## config.mk

```make
export PLATFORM = sky130hd
export DESIGN_NAME = flash_sr_top
export DESIGN_NICKNAME = d
export VERILOG_FILES = /design/src/rtl/flash_sr_pkg.sv /design/src/rtl/flash_sr_core.sv /design/src/rtl/flash_sr_snap.sv /design/src/rtl/flash_sr_fmt.sv /design/src/rtl/flash_sr_top.sv
export SDC_FILE = /design/constraint.sdc
export NUM_CORES = 1
export LEC_CHECK = 0
export BUFFER_PORTS_ARGS = -buffer_cell sky130_fd_sc_hd__buf_2
export CAP_MARGIN = 20
export CELL_PAD_IN_SITES_DETAIL_PLACEMENT = 1
export CELL_PAD_IN_SITES_GLOBAL_PLACEMENT = 1
export CORE_MARGIN = 2
export CORE_UTILIZATION = 31
export CTS_CLUSTER_DIAMETER = 80
export DETAILED_ROUTE_END_ITERATION = 7
export PLACE_DENSITY = 0.84
export SKIP_LAST_GASP = 1
export SYNTH_ARGS = -nofsm -noshare
export SYNTH_HDL_FRONTEND = slang
export SYNTH_SLANG_ARGS = --single-unit
```

## constraint.sdc

```tcl
create_clock -name clk -period 2.9 [get_ports clk]
set_input_delay 0.87 -clock clk [delete_from_list [all_inputs] [get_ports clk]]
set_output_delay 0.87 -clock clk [all_outputs]
set_load 0.005 [all_outputs]
```

## src/rtl/flash_sr_pkg.sv

```systemverilog
package flash_sr_pkg;

  localparam int SR_W = 8;

  typedef enum logic [1:0] {
    SB_RSVD   = 2'd0,
    SB_SELF   = 2'd1,
    SB_STICKY = 2'd2
  } sb_kind_e;

  localparam logic [SR_W-1:0] SR_RESET_VAL = 8'h80;
  localparam logic [SR_W-1:0] SR_SELF_MASK = 8'hC4;
  localparam logic [SR_W-1:0] SR_STKY_MASK = 8'h3A;
  localparam logic [SR_W-1:0] SR_SET_MASK  = SR_SELF_MASK | SR_STKY_MASK;
  localparam int              SR_VPP_BIT   = 3;

  function automatic sb_kind_e sb_kind(input int idx);
    if (SR_STKY_MASK[idx])      return SB_STICKY;
    else if (SR_SELF_MASK[idx]) return SB_SELF;
    else                        return SB_RSVD;
  endfunction

  function automatic logic sb_next(input logic cur, input logic s, input logic c);
    return s | (cur & ~c);
  endfunction

endpackage

```

## src/rtl/flash_sr_core.sv

```systemverilog
module flash_sr_core
  import flash_sr_pkg::*;
(
  input  logic            clk,
  input  logic            rst_n,
  input  logic [SR_W-1:0] seq_set,
  input  logic [SR_W-1:0] seq_clr,
  input  logic            host_clr,
  input  logic            cmd_err,
  output logic [SR_W-1:0] sr_q,
  output logic [SR_W-1:0] set_vec,
  output logic [SR_W-1:0] clr_vec
);

  logic [SR_W-1:0] sr_d;

  for (genvar i = 0; i < SR_W; i++) begin : g_bit
    localparam sb_kind_e KIND = sb_kind(i);
    if (KIND == SB_STICKY) begin : g_sticky
      assign set_vec[i] = seq_set[i] | cmd_err;
      assign clr_vec[i] = host_clr;
    end else if (KIND == SB_SELF) begin : g_self
      assign set_vec[i] = seq_set[i];
      assign clr_vec[i] = seq_clr[i];
    end else begin : g_rsvd
      assign set_vec[i] = 1'b0;
      assign clr_vec[i] = 1'b1;
    end
    assign sr_d[i] = sb_next(sr_q[i], set_vec[i], clr_vec[i]);
  end

  always_ff @(posedge clk) begin
    if (!rst_n) sr_q <= SR_RESET_VAL;
    else        sr_q <= sr_d;
  end

  assert_sticky_hold_R3: assert property (@(posedge clk) disable iff (!rst_n)
    !host_clr |=> ((sr_q & SR_STKY_MASK & $past(sr_q)) == ($past(sr_q) & SR_STKY_MASK)));

  assert_self_hold_R4: assert property (@(posedge clk) disable iff (!rst_n)
    ((seq_clr & SR_SELF_MASK) == '0) |=> (($past(sr_q) & SR_SELF_MASK & ~sr_q) == '0));

  assert_set_wins_R5: assert property (@(posedge clk) disable iff (!rst_n)
    (set_vec != '0) |=> ((sr_q & $past(set_vec)) == $past(set_vec)));

  assert_err_sets_R6: assert property (@(posedge clk) disable iff (!rst_n)
    cmd_err |=> ((sr_q & SR_STKY_MASK) == SR_STKY_MASK));

  assert_rsvd_low_R2: assert property (@(posedge clk) disable iff (!rst_n)
    seq_set[0] |=> !sr_q[0]);

endmodule

```

## src/rtl/flash_sr_snap.sv

```systemverilog
module flash_sr_snap
  import flash_sr_pkg::*;
(
  input  logic            clk,
  input  logic            rst_n,
  input  logic            ce_n,
  input  logic            oe_n,
  input  logic [SR_W-1:0] sr_q,
  output logic            rd_live,
  output logic            rd_q,
  output logic            capture,
  output logic [SR_W-1:0] snap_q
);

  assign rd_live = ~ce_n & ~oe_n;
  assign capture = rd_live & ~rd_q;

  always_ff @(posedge clk) begin
    if (!rst_n) begin
      rd_q   <= 1'b0;
      snap_q <= SR_RESET_VAL;
    end else begin
      rd_q <= rd_live;
      if (capture) snap_q <= sr_q;
    end
  end

  assert_snap_frozen_R8: assert property (@(posedge clk) disable iff (!rst_n)
    !capture |=> $stable(snap_q));

endmodule

```

## src/rtl/flash_sr_fmt.sv

```systemverilog
module flash_sr_fmt
  import flash_sr_pkg::*;
#(
  parameter int DATA_W = 16
) (
  input  logic              rd_q,
  input  logic [SR_W-1:0]   snap_q,
  output logic [DATA_W-1:0] dout
);

  localparam int PAD_W = DATA_W - SR_W;

  always_comb begin
    dout = '0;
    if (rd_q) dout = {{PAD_W{1'b0}}, snap_q};
  end

endmodule

```

## src/rtl/flash_sr_top.sv

```systemverilog
module flash_sr_top
  import flash_sr_pkg::*;
#(
  parameter int DATA_W = 16
) (
  input  logic              clk,
  input  logic              rst_n,
  input  logic [SR_W-1:0]   seq_set,
  input  logic [SR_W-1:0]   seq_clr,
  input  logic              host_clr,
  input  logic              cmd_err,
  input  logic              ce_n,
  input  logic              oe_n,
  input  logic              prog_req,
  output logic              prog_accept,
  output logic [DATA_W-1:0] dout
);

  localparam int PAD_W = DATA_W - SR_W;

  logic [SR_W-1:0] sr_q;
  logic [SR_W-1:0] set_vec;
  logic [SR_W-1:0] clr_vec;
  logic            rd_live;
  logic            rd_q;
  logic            capture;
  logic [SR_W-1:0] snap_q;
  logic            vpp_block;

  flash_sr_core u_core (
    .clk      (clk),
    .rst_n    (rst_n),
    .seq_set  (seq_set),
    .seq_clr  (seq_clr),
    .host_clr (host_clr),
    .cmd_err  (cmd_err),
    .sr_q     (sr_q),
    .set_vec  (set_vec),
    .clr_vec  (clr_vec)
  );

  flash_sr_snap u_snap (
    .clk     (clk),
    .rst_n   (rst_n),
    .ce_n    (ce_n),
    .oe_n    (oe_n),
    .sr_q    (sr_q),
    .rd_live (rd_live),
    .rd_q    (rd_q),
    .capture (capture),
    .snap_q  (snap_q)
  );

  flash_sr_fmt #(.DATA_W(DATA_W)) u_fmt (
    .rd_q   (rd_q),
    .snap_q (snap_q),
    .dout   (dout)
  );

  assign vpp_block   = sr_q[SR_VPP_BIT];
  assign prog_accept = prog_req & ~vpp_block;

  assert_read_shows_R7: assert property (@(posedge clk) disable iff (!rst_n)
    capture |=> (dout == {{PAD_W{1'b0}}, $past(sr_q)}));

  assert_idle_bus_R7: assert property (@(posedge clk) disable iff (!rst_n)
    !rd_live |=> (dout == '0));

  assert_prog_refuse_R9: assert property (@(posedge clk) disable iff (!rst_n)
    (prog_req && sr_q[SR_VPP_BIT]) |-> !prog_accept);

endmodule

```

Word-level counts from Yosys, hierarchy flattened. Index checks and enable logic that the tools add are counted.

Register bits after elaboration: 17. Bits in latches: 0. RAM bits: 0. ROM bits: 0. Input port bits: 23. Output and inout bits: 17. Logic and storage cells: 34. Memories kept: 0.

Add/subtract/negate cells: 0. Multipliers: 0. Div/mod/pow operators: 0. Magnitude comparators: 0. Eq/ne operators: 0. Shift operators: 0. Mux-type cells: 1. Bitwise operators: 29. Reduce and logical (&&, ||, !) cells: 0.

Operators by type and width (number): $or 1x1->1 (11); $and 1x1->1 (10); $mux 8 (1); $not 1->1 (8).

Longest topological paths before layout. Gate-level depths: netlist (run 1).

Word-level depth: 3. Gate-level depth with buffers: 3. Mapped depth without buffers: 2.

By module. A second synthesis (run 1) with hierarchy kept.

Cells, all modules: 96. Area, all modules: 848.3 um2.

By module, submodules not included: flash_sr_core (instances 1, cells each 40, area each 366.6 um2, seq. area each 140.1 um2); flash_sr_snap (instances 1, cells each 38, area each 354.1 um2, seq. area each 180.2 um2); flash_sr_fmt (instances 1, cells each 17, area each 113.9 um2, seq. area each 0.0 um2); flash_sr_top (instances 1, cells each 1, area each 13.8 um2, seq. area each 0.0 um2).

Worst setup path before layout (run 1). No wires, ideal clock.

Path type: input to output. From: in prog_req. To: out prog_accept. Arrival: 1.001 ns. Required time: 2.030 ns. Path slack: 1.029 ns. Cell stages on the path: 1. Path buffers: 0. Cells stage by stage: nor2b_1.

Longest elaborated chain between the ends: 1.

Ends and longest elaborated chain: from (decl) (line flash_sr_top.sv:14) `input logic prog_req,`; $and 1x1->1 (line flash_sr_top.sv:61) `assign prog_accept = prog_req & ~vpp_block;`; to (decl) (line flash_sr_top.sv:15) `output logic prog_accept,`.

Every way passes these cells.

Worst setup path in the final report (run 1). Ends and elaborated chain as after synthesis.

==> run metrics, run 1 <==
status=finished clean; sequential element share of the synthesized area=43.96%; Worst Clk Skew=0.003343 ns; Critical Path AT=1.19 ns; library cells used by synthesis=17; Tot GR Track Use=11.30%; internal reg-to-reg setup slack=1.71 ns; Slew Limit Fails=0; antenna violations before repair=0; layout cells sized above 1=34.65%; Antenna Cells=0; register bit count reported by yosys=15; most frequent cell after synthesis=dfxtp_1; min Tclk post-route=2.065 ns; most frequent cells after synthesis=dfxtp_1, nand2_1, buf_4; number of I/O port buffers=24; Final Hold Fails=0; Pleak=0.0003927 uW; chip width=50.95 microns; end of the critical path=prog_accept; multi-input logic area=332.8 sq um; Syn. warnings=0; DRC viols=0; final RePlAce weighted congestion=0.6513; FMAX=484.3 MHz; Via density=4.367; critical-path maximum fanout=1; core footprint=0.002022 sq mm; total gr overflow=0; post-route ant nets=0; max cap viols=0; Clk Latency, worst-skew pair=0.28 ns; dominant cells by area after synthesis=dfxtp_1, buf_4, mux2i_1, and2_2, nand2_1; Logic pwr share=11.5%; CTS tree=built; final WL=1355 microns; register area=300.3 sq um; Async SR Flop Fraction=0%; final setup violating endpoints=0; Seq pwr share=57.8%; hold depth=2; switching share of power=24.43%; Worst R2R Start=u_snap.rd_q; Clock Tree Root=clkbuf_4; Hold WC Path Type=reg2reg; CTS clock-pin slew for the worst setup and hold paths=0.09 ns; Setup Buffers After CTS=0; Avg WL per Cell=10.59 microns; power per cell area=472.3 mW/mm^2; Avg Synthesized Cell Area=9.109 sq um; vias in the first global route=531; first-pass GRT wire length=2152 microns; Tcrit/Tclk final=71.21%; Syn Inst Count=75; Die Ht=50.95 microns; Resized cells post-CTS=0; Pwr Total=387.6 uW; cts bufs inserted=3; Top Ports=40; dominant synthesized flop cell=dfxtp_1; clk sinks=15; Initial DRC Count=1; H-tree depth=1; Worst Path Required=2.03 ns; fin nets=125; Setup TNS Final=0 ns; clock power share=30.7%; hold_buf cts=0; unrepaired setup endpoints after global routing=no; post-synth top area cell=dfxtp_1; post-synth top area share=43.96%; sw power=94.69 uW; Area growth syn-to-layout=20.15%; total internal power=292.9 uW; CP Capture Type=output port; CP Class=in2out; worst IR drop on VDD=0.2129 mV; Initial Utilization=33.79%; Crit Reg-Reg Endpoint=u_snap.snap_q[5]; largest net degree at the start of global routing=16; CP Launch Type=input port; total die area=0.002595 sq mm; row cnt=16; Post-Syn Area=683.2 sq um; clk buf depth=2; fill cell count=258; post-DP HPWL=1101 microns; EDFF count, synth=0; worst r2r path cells=2; vias=559; DRT Pass-1 Iters=3; CP startpoint=prog_req
## layout make-up
class | instances | share of cell area (%)
clock buffer | 4 | 3.201
inverter | 2 | 0.9146
multi-input combinational | 56 | 40.55
sequential | 15 | 36.59
tap | 27 | 4.116
timing repair buffer | 24 | 14.63
## stage by stage
stage                     instance area [sq um]  std cells  util, %  setup slack, ns  hold WS [ns]
final                                     820.8        128    40.59           0.8351        0.4593
after CTS                                 820.8        128    40.59           0.8353        0.4647
after global placement                    794.5        124    39.29           0.8405        0.4379
after detailed placement                  794.5        124    39.29           0.8374        0.4519
after floorplan                           713.2         83        -            1.029        0.4301
after global routing                      820.8        128    40.59           0.8321        0.4860
## metal layers
| layer | part of all wire [%] | up-vias | GRT usage, % |
|---|---|---|---|
| met2 | 49 | 24 | 19.91 |
| met4 | 1.7 | 0 | 5.405 |
| met3 | 6.6 | 3 | 2.632 |
| li1 | - | 283 | - |
| met5 | 0 | - | 0 |
| met1 | 43 | 249 | 12.68 |
## power groups by stage
stage,sequential (uW),combinational [uW],clock (uW)
detailed placement,229,45.0,0
global route,226,51.4,134
floorplan,227,34.8,0
CTS,224,45.1,124
finish,224,44.8,119
global placement,228,42.9,0
## worst min-delay path by stage
stage / startpoint / endpoint / slack [ns]
floorplan: u_snap.snap_q[1] / u_snap.snap_q[1] / 0.43
global placement: u_snap.snap_q[6] / u_snap.snap_q[6] / 0.44
detailed placement: u_snap.snap_q[3] / u_snap.snap_q[3] / 0.45
CTS: u_snap.snap_q[3] / u_snap.snap_q[3] / 0.46
global route: u_snap.snap_q[3] / u_snap.snap_q[3] / 0.49
finish: u_snap.snap_q[3] / u_snap.snap_q[3] / 0.46
## cell families after synthesis
family          after synthesis  share of synthesized area, %
simple gates                 32                         26.01
flops                        15                         43.96
buf+inv                      12                         11.72
compound gates                9                         8.975
mux                           6                         8.792
other cells                   1                        0.5489
## worst max-delay path, cell delays in order
cell     delay [ns]
buf_2          0.09
nor2b_1        0.11
buf_2          0.12
## flip-flops by register name, summed over array words and instances, names as in the netlist
signal         count
u_core.sr_q        7
u_snap.snap_q      7
u_snap.rd_q        1
## layout by cell type, fill, tap and decap left out, types with 3 or more instances in the layout
cell type,instances
nand2_1,12
nor2b_1,3
and2_2,7
dfxtp_1,15
buf_2,24
nor2_1,4
a21oi_1,4
mux2i_1,6
conb_1,9
nand2b_1,4
clkbuf_4,3
Note: power is estimated with default switching activity, not from simulation.
==> run 2: changes to the inputs <==
CORE_UTILIZATION = 29   (was 31)
PLACE_DENSITY = 0.79   (was 0.84)
clock period = 2.02 ns   (was 2.9 ns; I/O delays follow)
==> run 2 against run 1 <==
Net effect: flip-flop and latch count unchanged; hold slack improved by 0.0023 ns; largest power group unchanged; via count decreased by 2.5%.
==> run metrics, run 2 (synthesized netlist as in run 1, its figures left out) <==
Antenna Cells=0 (unchanged); Worst Clk Skew=0.004780 ns (+0.001436 ns); layout cells sized above 1=36.27% (+1.6 points); most frequent cells in the layout=buf_2, dfxtp_1, nand2_1; first-pass GRT wire length=2063 microns (-4.1%); Worst Path Required=1.41 ns (-0.62 ns); Avg WL per Cell=10.22 microns (-3.5%); clk sinks=15 (unchanged); cts bufs inserted=3 (unchanged); register area=300.3 sq um (unchanged); Slew Limit Fails=0 (unchanged); switching share of power=24.82% (+0.39 points); vias in the first global route=512 (-3.6%); worst IR drop on VDD=0.2228 mV (+4.6%); status=finished clean; total internal power=418.9 uW (+43%); unrepaired setup endpoints after global routing=no; Pleak=0.0004003 uW (+1.9%); CP Class=reg2out; critical-path maximum fanout=9 (+8); placed cell areas=803.3 sq um (+1.1%); final setup violating endpoints=0 (unchanged); post-route ant nets=0 (unchanged); Clk Latency, worst-skew pair=0.29 ns (about the same); Setup TNS Final=0 ns (unchanged); FMAX=595.3 MHz; sw power=138.3 uW (+46%); CTS clock-pin slew for the worst setup and hold paths=0.09 ns (about the same); Top Ports=40 (unchanged); max cap viols=0 (unchanged); min Tclk post-route=1.680 ns; Tcrit/Tclk final=83.16%; DRT Pass-1 Iters=2 (-1); Die Ht=52.54 microns (+3.1%); CP Capture Type=output port; DRC viols=0 (unchanged); final WL=1328 microns (-2.0%); core footprint=0.002212 sq mm (+9.4%); Seq pwr share=57.7% (about the same); Resized cells post-CTS=0 (unchanged); CTS tree=built; Setup Buffers After CTS=0 (unchanged); CP Launch Type=flop; fin nets=126 (+0.80%); Critical Path AT=1.07 ns (-0.12 ns); antenna violations before repair=0 (unchanged); final RePlAce weighted congestion=0.6386 (-1.9%); hold_buf cts=0 (unchanged); Hold WC Path Type=reg2reg; multi-input logic area=332.8 sq um (unchanged); commonest non-fill, non-tap cell in the layout=buf_2; Logic pwr share=11.7% (+0.2 points); total die area=0.002760 sq mm (+6.3%); vias=545 (-2.5%); H-tree depth=1 (unchanged); Initial Utilization=30.88% (-2.9 points); top flop regs=u_core.sr_q (7), u_snap.snap_q (7), u_snap.rd_q (1); power per cell area=670.7 mW/mm^2 (+42%); largest net degree at the start of global routing=15 (-1); clock power share=30.6% (about the same); Final Hold Fails=0 (unchanged); Via density=4.192 (-4.0%); clk buf depth=2 (unchanged); number of I/O port buffers=24 (unchanged); row cnt=17 (+1); Initial DRC Count=2 (+1); Clock Tree Root=clkbuf_4; chip width=52.54 microns (+3.1%); Design Area, Final=830.8 sq um (+1.2%); Area growth syn-to-layout=21.61%; fill cell count=279 (+8.1%); total gr overflow=0 (unchanged); Tot GR Track Use=11.28% (-0.013 points)
==> run 2: changes by cell type in the layout (fill, tap and decap cells not counted), sizes merged <==
cell	before	now
buf	24	25
clkbuf	4	3
clkinv	0	1
==> run 2: worst paths after layout <==
kind         cells after the start           start                to  slack, ns
max                              2     u_snap.rd_q           dout[3]       0.34
min                              2  u_core.sr_q[4]  u_snap.snap_q[4]       0.46
max reg2reg                      2     u_snap.rd_q  u_snap.snap_q[1]       0.86
min reg2reg                      2  u_core.sr_q[4]  u_snap.snap_q[4]       0.46
==> run 2: power groups by stage <==
stage	sequential, uW	combinational, uW	clock (uW)
finish	321	65.3	171
floorplan	326	50.0	0
CTS	322	66.6	180
global route	324	74.1	187
global placement	328	63.4	0
detailed placement	329	66.4	0
==> run 2: stage by stage <==
| step | utilization [%] | hold slack, ns | total power [uW] | cells | setup slack (ns) |
|---|---|---|---|---|---|
| after floorplan | - | 0.4301 | 375.6 | 83 | 0.6766 |
| after detailed placement | 36.31 | 0.4516 | 395.0 | 126 | 0.4850 |
| after CTS | 37.56 | 0.4628 | 568.7 | 130 | 0.3098 |
| after global routing | 37.56 | 0.4833 | 585.4 | 130 | 0.2575 |
| final | 37.56 | 0.4616 | 557.2 | 130 | 0.3402 |
| after global placement | 36.31 | 0.4384 | 391.2 | 126 | 0.4857 |
==> run 2: cell type report <==
cell class,instances,share of cell area (%)
Inverter,2,0.9036
Sequential cell,15,36.14
Clock buffer,3,2.711
Clock inverter,1,0.6024
Timing Repair Buffer,25,15.36
Tap cell,28,4.217
Multi-Input combinational cell,56,40.06
==> run 2: critical path, cell delays in order (launching register included) <==
cell and delay (ns):
dfxtp_1 0.49, and2_2 0.20, buf_2 0.10
==> run 2: metal layers <==
metal | wire length [microns] | share of wire, % | vias to the layer above | track usage (%)
met5 | 0 | 0 | - | 0
met1 | 511 | 38 | 245 | 11.25
met2 | 679 | 51 | 18 | 17.92
li1 | - | - | 277 | -
met4 | 60 | 4.5 | 0 | 12.82
met3 | 77 | 5.8 | 5 | 2.571
